===== config.mk =====
export PLATFORM = sky130hd
export DESIGN_NAME = rx_addr_filter
export DESIGN_NICKNAME = d
export VERILOG_FILES = /design/src/rtl/rxf_pkg.sv /design/src/rtl/rxf_crc32.sv /design/src/rtl/rxf_hash_table.sv /design/src/rtl/rxf_addr_match.sv /design/src/rtl/rx_addr_filter.sv
export SDC_FILE = /design/constraint.sdc
export NUM_CORES = 1
export LEC_CHECK = 0
export CORE_ASPECT_RATIO = 0.9
export CORE_MARGIN = 1
export CORE_UTILIZATION = 50
export DETAILED_ROUTE_END_ITERATION = 16
export HOLD_SLACK_MARGIN = 0.1
export PLACE_DENSITY = 0.73
export SLEW_MARGIN = 20
export SYNTH_ARGS = -nofsm -noshare
export SYNTH_HDL_FRONTEND = slang
export SYNTH_SLANG_ARGS = --single-unit

===== constraint.sdc =====
create_clock -name clk -period 5.7 [get_ports clk]
set_input_delay 1.71 -clock clk [delete_from_list [all_inputs] [get_ports clk]]
set_output_delay 1.71 -clock clk [all_outputs]
set_load 0.02 [all_outputs]

===== src/rtl/rxf_pkg.sv =====
package rxf_pkg;
    typedef enum logic [1:0] {
        ST_IDLE   = 2'd0,
        ST_GATHER = 2'd1,
        ST_DECIDE = 2'd2,
        ST_DRAIN  = 2'd3
    } rxf_state_e;

    localparam int unsigned CRC_WIDTH  = 32;
    localparam logic [CRC_WIDTH-1:0] CRC_INIT = '1;
    localparam logic [7:0] BCAST_BYTE = 8'hFF;
endpackage


===== src/rtl/rxf_crc32.sv =====
module rxf_crc32 #(
    parameter int unsigned HASH_BITS = 6,
    parameter logic [31:0] POLY      = 32'h04C11DB7
) (
    input  logic                 clk,
    input  logic                 rst_n,
    input  logic                 en,
    input  logic                 first,
    input  logic [7:0]           din,
    output logic [HASH_BITS-1:0] hash_idx
);
    import rxf_pkg::*;

    logic [CRC_WIDTH-1:0] crc_q;
    logic [CRC_WIDTH-1:0] crc_d;

    // Fold one byte, least significant bit first, into the running value.
    always_comb begin
        logic [CRC_WIDTH-1:0] acc;
        acc = first ? CRC_INIT : crc_q;
        for (int b = 0; b < 8; b++) begin
            if (acc[CRC_WIDTH-1] ^ din[b]) begin
                acc = {acc[CRC_WIDTH-2:0], 1'b0} ^ POLY;
            end else begin
                acc = {acc[CRC_WIDTH-2:0], 1'b0};
            end
        end
        crc_d = acc;
    end

    always_ff @(posedge clk) begin
        if (!rst_n) begin
            crc_q <= CRC_INIT;
        end else if (en) begin
            crc_q <= crc_d;
        end
    end

    assign hash_idx = crc_q[CRC_WIDTH-1 -: HASH_BITS];
endmodule


===== src/rtl/rxf_hash_table.sv =====
module rxf_hash_table #(
    parameter int unsigned HASH_BITS = 6
) (
    input  logic                 clk,
    input  logic                 rst_n,
    input  logic                 we,
    input  logic [HASH_BITS-4:0] sel,
    input  logic [7:0]           wdata,
    input  logic [HASH_BITS-1:0] lookup_idx,
    output logic                 hit
);
    localparam int unsigned N_BINS  = 2 ** HASH_BITS;
    localparam int unsigned N_BYTES = N_BINS / 8;

    logic [N_BINS-1:0] bins_flat;

    for (genvar g = 0; g < N_BYTES; g++) begin : g_byte
        logic [7:0] byte_q;
        always_ff @(posedge clk) begin
            if (!rst_n) begin
                byte_q <= '0;
            end else if (we && (sel == g[HASH_BITS-4:0])) begin
                byte_q <= wdata;
            end
        end
        assign bins_flat[g*8 +: 8] = byte_q;
    end

    // Bin index = byte*8 + bit, so the flat vector is indexed directly.
    assign hit = bins_flat[lookup_idx];
endmodule


===== src/rtl/rxf_addr_match.sv =====
module rxf_addr_match #(
    parameter int unsigned ADDR_BYTES = 6,
    parameter int unsigned CNT_W      = 3
) (
    input  logic                    clk,
    input  logic                    rst_n,
    input  logic                    en,
    input  logic                    first,
    input  logic [CNT_W-1:0]        pos,
    input  logic [7:0]              din,
    input  logic [8*ADDR_BYTES-1:0] station,
    output logic                    own_match,
    output logic                    all_ones,
    output logic                    group_bit
);
    import rxf_pkg::*;

    logic [7:0] ref_byte;
    logic       byte_eq;
    logic       byte_ff;

    assign ref_byte = station[pos*8 +: 8];
    assign byte_eq  = (din == ref_byte);
    assign byte_ff  = (din == BCAST_BYTE);

    always_ff @(posedge clk) begin
        if (!rst_n) begin
            own_match <= 1'b0;
            all_ones  <= 1'b0;
            group_bit <= 1'b0;
        end else if (en) begin
            if (first) begin
                own_match <= byte_eq;
                all_ones  <= byte_ff;
                group_bit <= din[0];
            end else begin
                own_match <= own_match & byte_eq;
                all_ones  <= all_ones & byte_ff;
            end
        end
    end
endmodule


===== src/rtl/rx_addr_filter.sv =====
module rx_addr_filter #(
    parameter int unsigned ADDR_BYTES = 6,
    parameter int unsigned HASH_BITS  = 6,
    parameter logic [31:0] CRC_POLY   = 32'h04C11DB7
) (
    input  logic                        clk,
    input  logic                        rst_n,
    input  logic                        byte_valid,
    input  logic                        byte_first,
    input  logic [7:0]                  byte_data,
    input  logic                        mode_promisc,
    input  logic                        mode_bcast,
    input  logic                        mode_mcast,
    input  logic [8*ADDR_BYTES-1:0]     station_addr,
    input  logic                        hash_we,
    input  logic [HASH_BITS-4:0]        hash_sel,
    input  logic [7:0]                  hash_wdata,
    output logic                        decision_valid,
    output logic                        accept
);
    import rxf_pkg::*;

    localparam int unsigned CNT_W = $clog2(ADDR_BYTES + 1);
    localparam logic [CNT_W-1:0] LAST_POS = CNT_W'(ADDR_BYTES - 1);

    rxf_state_e       state_q, state_d;
    logic [CNT_W-1:0] cnt_q, cnt_d;
    logic             take_byte;
    logic [CNT_W-1:0] pos;
    logic [HASH_BITS-1:0] hash_idx;
    logic             bin_hit;
    logic             own_match, all_ones, group_bit;
    logic             verdict;

    assign take_byte = byte_valid && (byte_first || state_q == ST_GATHER);
    assign pos       = byte_first ? '0 : cnt_q;

    rxf_crc32 #(.HASH_BITS(HASH_BITS), .POLY(CRC_POLY)) u_crc (
        .clk      (clk),
        .rst_n    (rst_n),
        .en       (take_byte),
        .first    (byte_first),
        .din      (byte_data),
        .hash_idx (hash_idx)
    );

    rxf_hash_table #(.HASH_BITS(HASH_BITS)) u_table (
        .clk        (clk),
        .rst_n      (rst_n),
        .we         (hash_we),
        .sel        (hash_sel),
        .wdata      (hash_wdata),
        .lookup_idx (hash_idx),
        .hit        (bin_hit)
    );

    rxf_addr_match #(.ADDR_BYTES(ADDR_BYTES), .CNT_W(CNT_W)) u_match (
        .clk       (clk),
        .rst_n     (rst_n),
        .en        (take_byte),
        .first     (byte_first),
        .pos       (pos),
        .din       (byte_data),
        .station   (station_addr),
        .own_match (own_match),
        .all_ones  (all_ones),
        .group_bit (group_bit)
    );

    // Next-state and byte count.
    always_comb begin
        state_d = state_q;
        cnt_d   = cnt_q;
        if (byte_valid && byte_first) begin
            cnt_d   = CNT_W'(1);
            state_d = (ADDR_BYTES == 1) ? ST_DECIDE : ST_GATHER;
        end else begin
            unique case (state_q)
                ST_IDLE:   state_d = ST_IDLE;
                ST_GATHER: begin
                    if (byte_valid) begin
                        cnt_d = cnt_q + CNT_W'(1);
                        if (cnt_q == LAST_POS) begin
                            state_d = ST_DECIDE;
                        end
                    end
                end
                ST_DECIDE: state_d = ST_DRAIN;
                ST_DRAIN:  state_d = ST_DRAIN;
                default:   state_d = ST_IDLE;
            endcase
        end
    end

    // State register.
    always_ff @(posedge clk) begin
        if (!rst_n) begin
            state_q <= ST_IDLE;
            cnt_q   <= '0;
        end else begin
            state_q <= state_d;
            cnt_q   <= cnt_d;
        end
    end

    // Priority: promiscuous, broadcast, multicast hash, own address.
    always_comb begin
        if (mode_promisc) begin
            verdict = 1'b1;
        end else if (all_ones) begin
            verdict = mode_bcast;
        end else if (group_bit) begin
            verdict = mode_mcast && bin_hit;
        end else begin
            verdict = own_match;
        end
    end

    // Outputs.
    always_comb begin
        decision_valid = 1'b0;
        accept         = 1'b0;
        unique case (state_q)
            ST_DECIDE: begin
                decision_valid = 1'b1;
                accept         = verdict;
            end
            ST_IDLE, ST_GATHER, ST_DRAIN: begin
                decision_valid = 1'b0;
                accept         = 1'b0;
            end
            default: begin
                decision_valid = 1'b0;
                accept         = 1'b0;
            end
        endcase
    end
endmodule


==> flow_summary.rst <==
.. list-table::
   :header-rows: 1

   * - Metric
     - Value
   * - Outcome
     - finished clean
   * - Post-CTS sizing
     - 0
   * - Mean instance size in the synthesized netlist
     - 8.66 sq um
   * - CP required
     - 3990 ps
   * - Routed wire length
     - 15500 microns
   * - Number of global-route vias before repair
     - 4816
   * - Worst r2r path cells
     - 7
   * - TritonCTS clock tree
     - yes
   * - Number of diodes added for antenna fixing
     - 0
   * - Antenna violations before repair
     - 0
   * - Worst hold stages
     - 2
   * - Cts hold-fix bufs
     - 0
   * - Number of violations of the max-capacitance limit
     - 0
   * - Cells after synthesis
     - 718
   * - Post-synth ARST share
     - 0%
   * - Hold Crit Endpoint
     - u_table.g_byte[4].byte_q[6]$_SDFFE_PN0P_
   * - Count of state elements after synthesis
     - 104
   * - Starting DRT DRC Count
     - 363
   * - Detailed placer's ending HPWL
     - 10700 microns
   * - Instance area after placement
     - 0.00695 sq mm
   * - Horiz. Die Dim
     - 120 microns
   * - Vias per Instance
     - 5.58
   * - Post-CTS setup repair buffer count
     - 0
   * - Sinks on Clock Net
     - 104
   * - Routability congestion estimate from global placement
     - 0.859
   * - Fin crit share
     - 90.2%
   * - Leakage power figure
     - 2.60 nW
   * - Number of nets with antenna violations after detailed routing
     - 0
   * - Worst voltage drop across the vdd grid
     - 0.151 mV
   * - Worst Setup End Kind
     - output port
   * - Final critical-path required period
     - 5140 ps
   * - Hold Violations, Final
     - 0
   * - Net count after synthesis
     - 795
   * - Highest clock rate
     - 0.194 GHz
   * - Die extent in y
     - 108 microns
   * - Critical path data arrival time
     - 3430 ps
   * - Most common flop cell mapped by yosys
     - sky130_fd_sc_hd__dfxtp_1
   * - Hold path startpoint
     - u_table.g_byte[4].byte_q[6]$_SDFFE_PN0P_
   * - Max Clock Skew
     - 7.61 ps
   * - Actual slew at the worst max-slew pin
     - 913 ps
   * - Destination of the worst register-to-register timing path
     - u_crc.crc_q[11]$_SDFFE_PN1P_
   * - Kind of start point of the critical path
     - primary input
   * - Clock transition time at the flip-flop clock pins of the worst setup and hold paths
     - 70 ps
   * - Grt ovf
     - 0
   * - Layout Nets
     - 837
   * - Pin count of the biggest net entering global routing
     - 56
   * - Slack of the worst reg-to-reg path
     - 3260 ps
   * - Boundary Pins
     - 77
   * - Total vias in the final route
     - 5152
   * - Starting density of the core
     - 51.5%
   * - Layout overhead on the synthesized area
     - 17.3%
   * - Area enclosed by the die boundary
     - 0.0129 sq mm
   * - Worst slew margin relative to its limit
     - 38.7%
   * - Start-to-end type of the worst setup path
     - in -> out
   * - Mapped Area
     - 0.00622 sq mm
   * - Final Core Density
     - 60.4%
   * - DRC violation count after routing
     - 0
   * - Root cell of the clock tree
     - sky130_fd_sc_hd__clkbuf_16
   * - Per-cell routed wire length
     - 16.8 microns
   * - Gr usage total
     - 24.5%
   * - Pins over their slew limit
     - 0
   * - Distinct cells, synth
     - 51
   * - Number of setup violations in the final report
     - 0
   * - Total of warnings raised by yosys
     - 0
   * - Sequential element share of the synthesized area
     - 33.5%
   * - Share of final-layout standard cells stronger than drive strength 1
     - 8.64%
   * - Critical Path Fanout Max
     - 2
   * - Detailed Routing Iterations Pass 1
     - 8
   * - Hold_ws
     - 466 ps
   * - Number of buffers added by the clock tree synthesis step
     - 9
   * - Class of the worst hold path
     - reg -> reg
   * - Total Negative Setup Slacks
     - 0 ps
   * - Number of synthesized flops with an enable pin
     - 0
   * - Area of the core
     - 0.0121 sq mm
   * - Final standard cell area without fillers
     - 0.00729 sq mm
   * - Clock H-tree levels
     - 3
   * - RSZ-0062 raised after global routing
     - no
   * - Power density over cell area
     - 287 mW/mm^2
   * - Largest buffer count on any clock path
     - 2
   * - Launch point of the worst reg-to-reg path
     - u_crc.crc_q[31]$_SDFFE_PN1P_
   * - Number of buffers inserted by port buffering
     - 76
   * - First-pass GRT wire length
     - 24600 microns
   * - Placement Rows
     - 38
   * - Clock latency on the worst-skew pair
     - 350 ps
-- kinds of logic after synthesis --
kind of cell,count (synthesis),synth area share (%)
compound gates,137,16.0
xor+xnor,98,17.3
fa+ha+maj,2,0.402
buf+inv,55,4.55
flops,104,33.5
mux,38,9.36
simple gates,284,18.9
-- sequential cells by signal (all words and copies together), names as in the netlist --
| signal | cells |
|---|---|
| u_table.g_byte.byte_q | 64 |
| cnt_q | 3 |
| u_match.own_match | 1 |
| u_match.all_ones | 1 |
| u_match.group_bit | 1 |
| u_crc.crc_q | 32 |
| state_q | 2 |
-- synth_stat cells (4+ instances only) --
cell	n	area share, %
sky130_fd_sc_hd__a211oi_1	5	0.60
sky130_fd_sc_hd__a22oi_1	6	0.72
sky130_fd_sc_hd__xor2_1	18	2.5
sky130_fd_sc_hd__clkbuf_1	22	1.3
sky130_fd_sc_hd__a21oi_1	9	0.72
sky130_fd_sc_hd__xnor2_1	60	8.5
sky130_fd_sc_hd__a21boi_0	65	7.8
sky130_fd_sc_hd__o211ai_1	22	2.7
sky130_fd_sc_hd__nand2b_1	4	0.40
sky130_fd_sc_hd__buf_6	7	1.3
sky130_fd_sc_hd__nand4_1	5	0.50
sky130_fd_sc_hd__o21ai_0	9	0.72
sky130_fd_sc_hd__buf_1	11	0.66
sky130_fd_sc_hd__nand3_1	9	0.72
sky130_fd_sc_hd__o32a_1	6	0.97
sky130_fd_sc_hd__nand2_1	176	11
sky130_fd_sc_hd__mux2i_1	21	3.4
sky130_fd_sc_hd__nor2b_1	7	0.70
sky130_fd_sc_hd__nor2_1	65	3.9
sky130_fd_sc_hd__buf_2	9	0.72
sky130_fd_sc_hd__xnor2_2	12	3.1
sky130_fd_sc_hd__xnor2_4	4	1.8
sky130_fd_sc_hd__o21ai_1	5	0.40
sky130_fd_sc_hd__mux4_2	16	5.8
sky130_fd_sc_hd__dfxtp_1	104	33
-- layer usage --
metal	global-route usage [%]	wire [microns]
met3	5.40	1230
met2	39.4	7070
met4	7.23	192
met5	0	0
met1	33.0	7030
-- worst max-delay path by stage --
stage,startpoint,end,slack (ps)
6_report,mode_mcast,accept,560
5_1_grt,mode_mcast,accept,430
4_1_cts,mode_mcast,accept,560
3_5_place_dp,mode_mcast,accept,570
3_3_place_gp,mode_mcast,accept,620
2_1_floorplan,mode_mcast,accept,1690
-- cells in the final DEF, fill, tap and decap left out, types with 12 or more instances in the layout --
master,count
sky130_fd_sc_hd__nor2_1,64
sky130_fd_sc_hd__o211ai_1,22
sky130_fd_sc_hd__mux4_2,16
sky130_fd_sc_hd__nand2_1,176
sky130_fd_sc_hd__a21boi_0,65
sky130_fd_sc_hd__xor2_1,18
sky130_fd_sc_hd__mux2i_1,21
sky130_fd_sc_hd__xnor2_1,60
sky130_fd_sc_hd__clkdlybuf4s50_1,74
sky130_fd_sc_hd__dfxtp_1,104
sky130_fd_sc_hd__xnor2_2,12
-- final cells by class --
cell class	count	area (sq um)
Fill cell	1046	4780
Multi-Input combinational cell	559	3860
Sequential cell	104	2080
Timing Repair Buffer	84	823
Clock buffer	12	256
Tap cell	160	200
Clock inverter	3	65.1
Inverter	2	7.51
-- power breakdown --
part | internal (W) | switching (W) | total [W]
sequential | 0.000772 | 0.0000465 | 0.000819
combinational | 0.000306 | 0.000298 | 0.000604
clock | 0.000406 | 0.000265 | 0.000671
total | 0.00148 | 0.000609 | 0.00209
-- critical path, cell delays in order --
cell	delay (ps)
sky130_fd_sc_hd__clkdlybuf4s50_1	480
sky130_fd_sc_hd__nand2_1	70
sky130_fd_sc_hd__nor2_1	140
sky130_fd_sc_hd__nand4_1	120
sky130_fd_sc_hd__nand4_1	160
sky130_fd_sc_hd__and3_1	160
sky130_fd_sc_hd__clkdlybuf4s50_1	600
-- stage by stage --
stage / setup WS [ps] / cells / total power [W]
after CTS: 563 / 923 / 0.00210
final: 556 / 924 / 0.00209
after floorplan: 1690 / 718 / 0.00129
after detailed placement: 566 / 908 / 0.00143
after global placement: 625 / 908 / 0.00142
after global routing: 433 / 924 / 0.00219
Note: power is estimated with default switching activity, not from simulation.
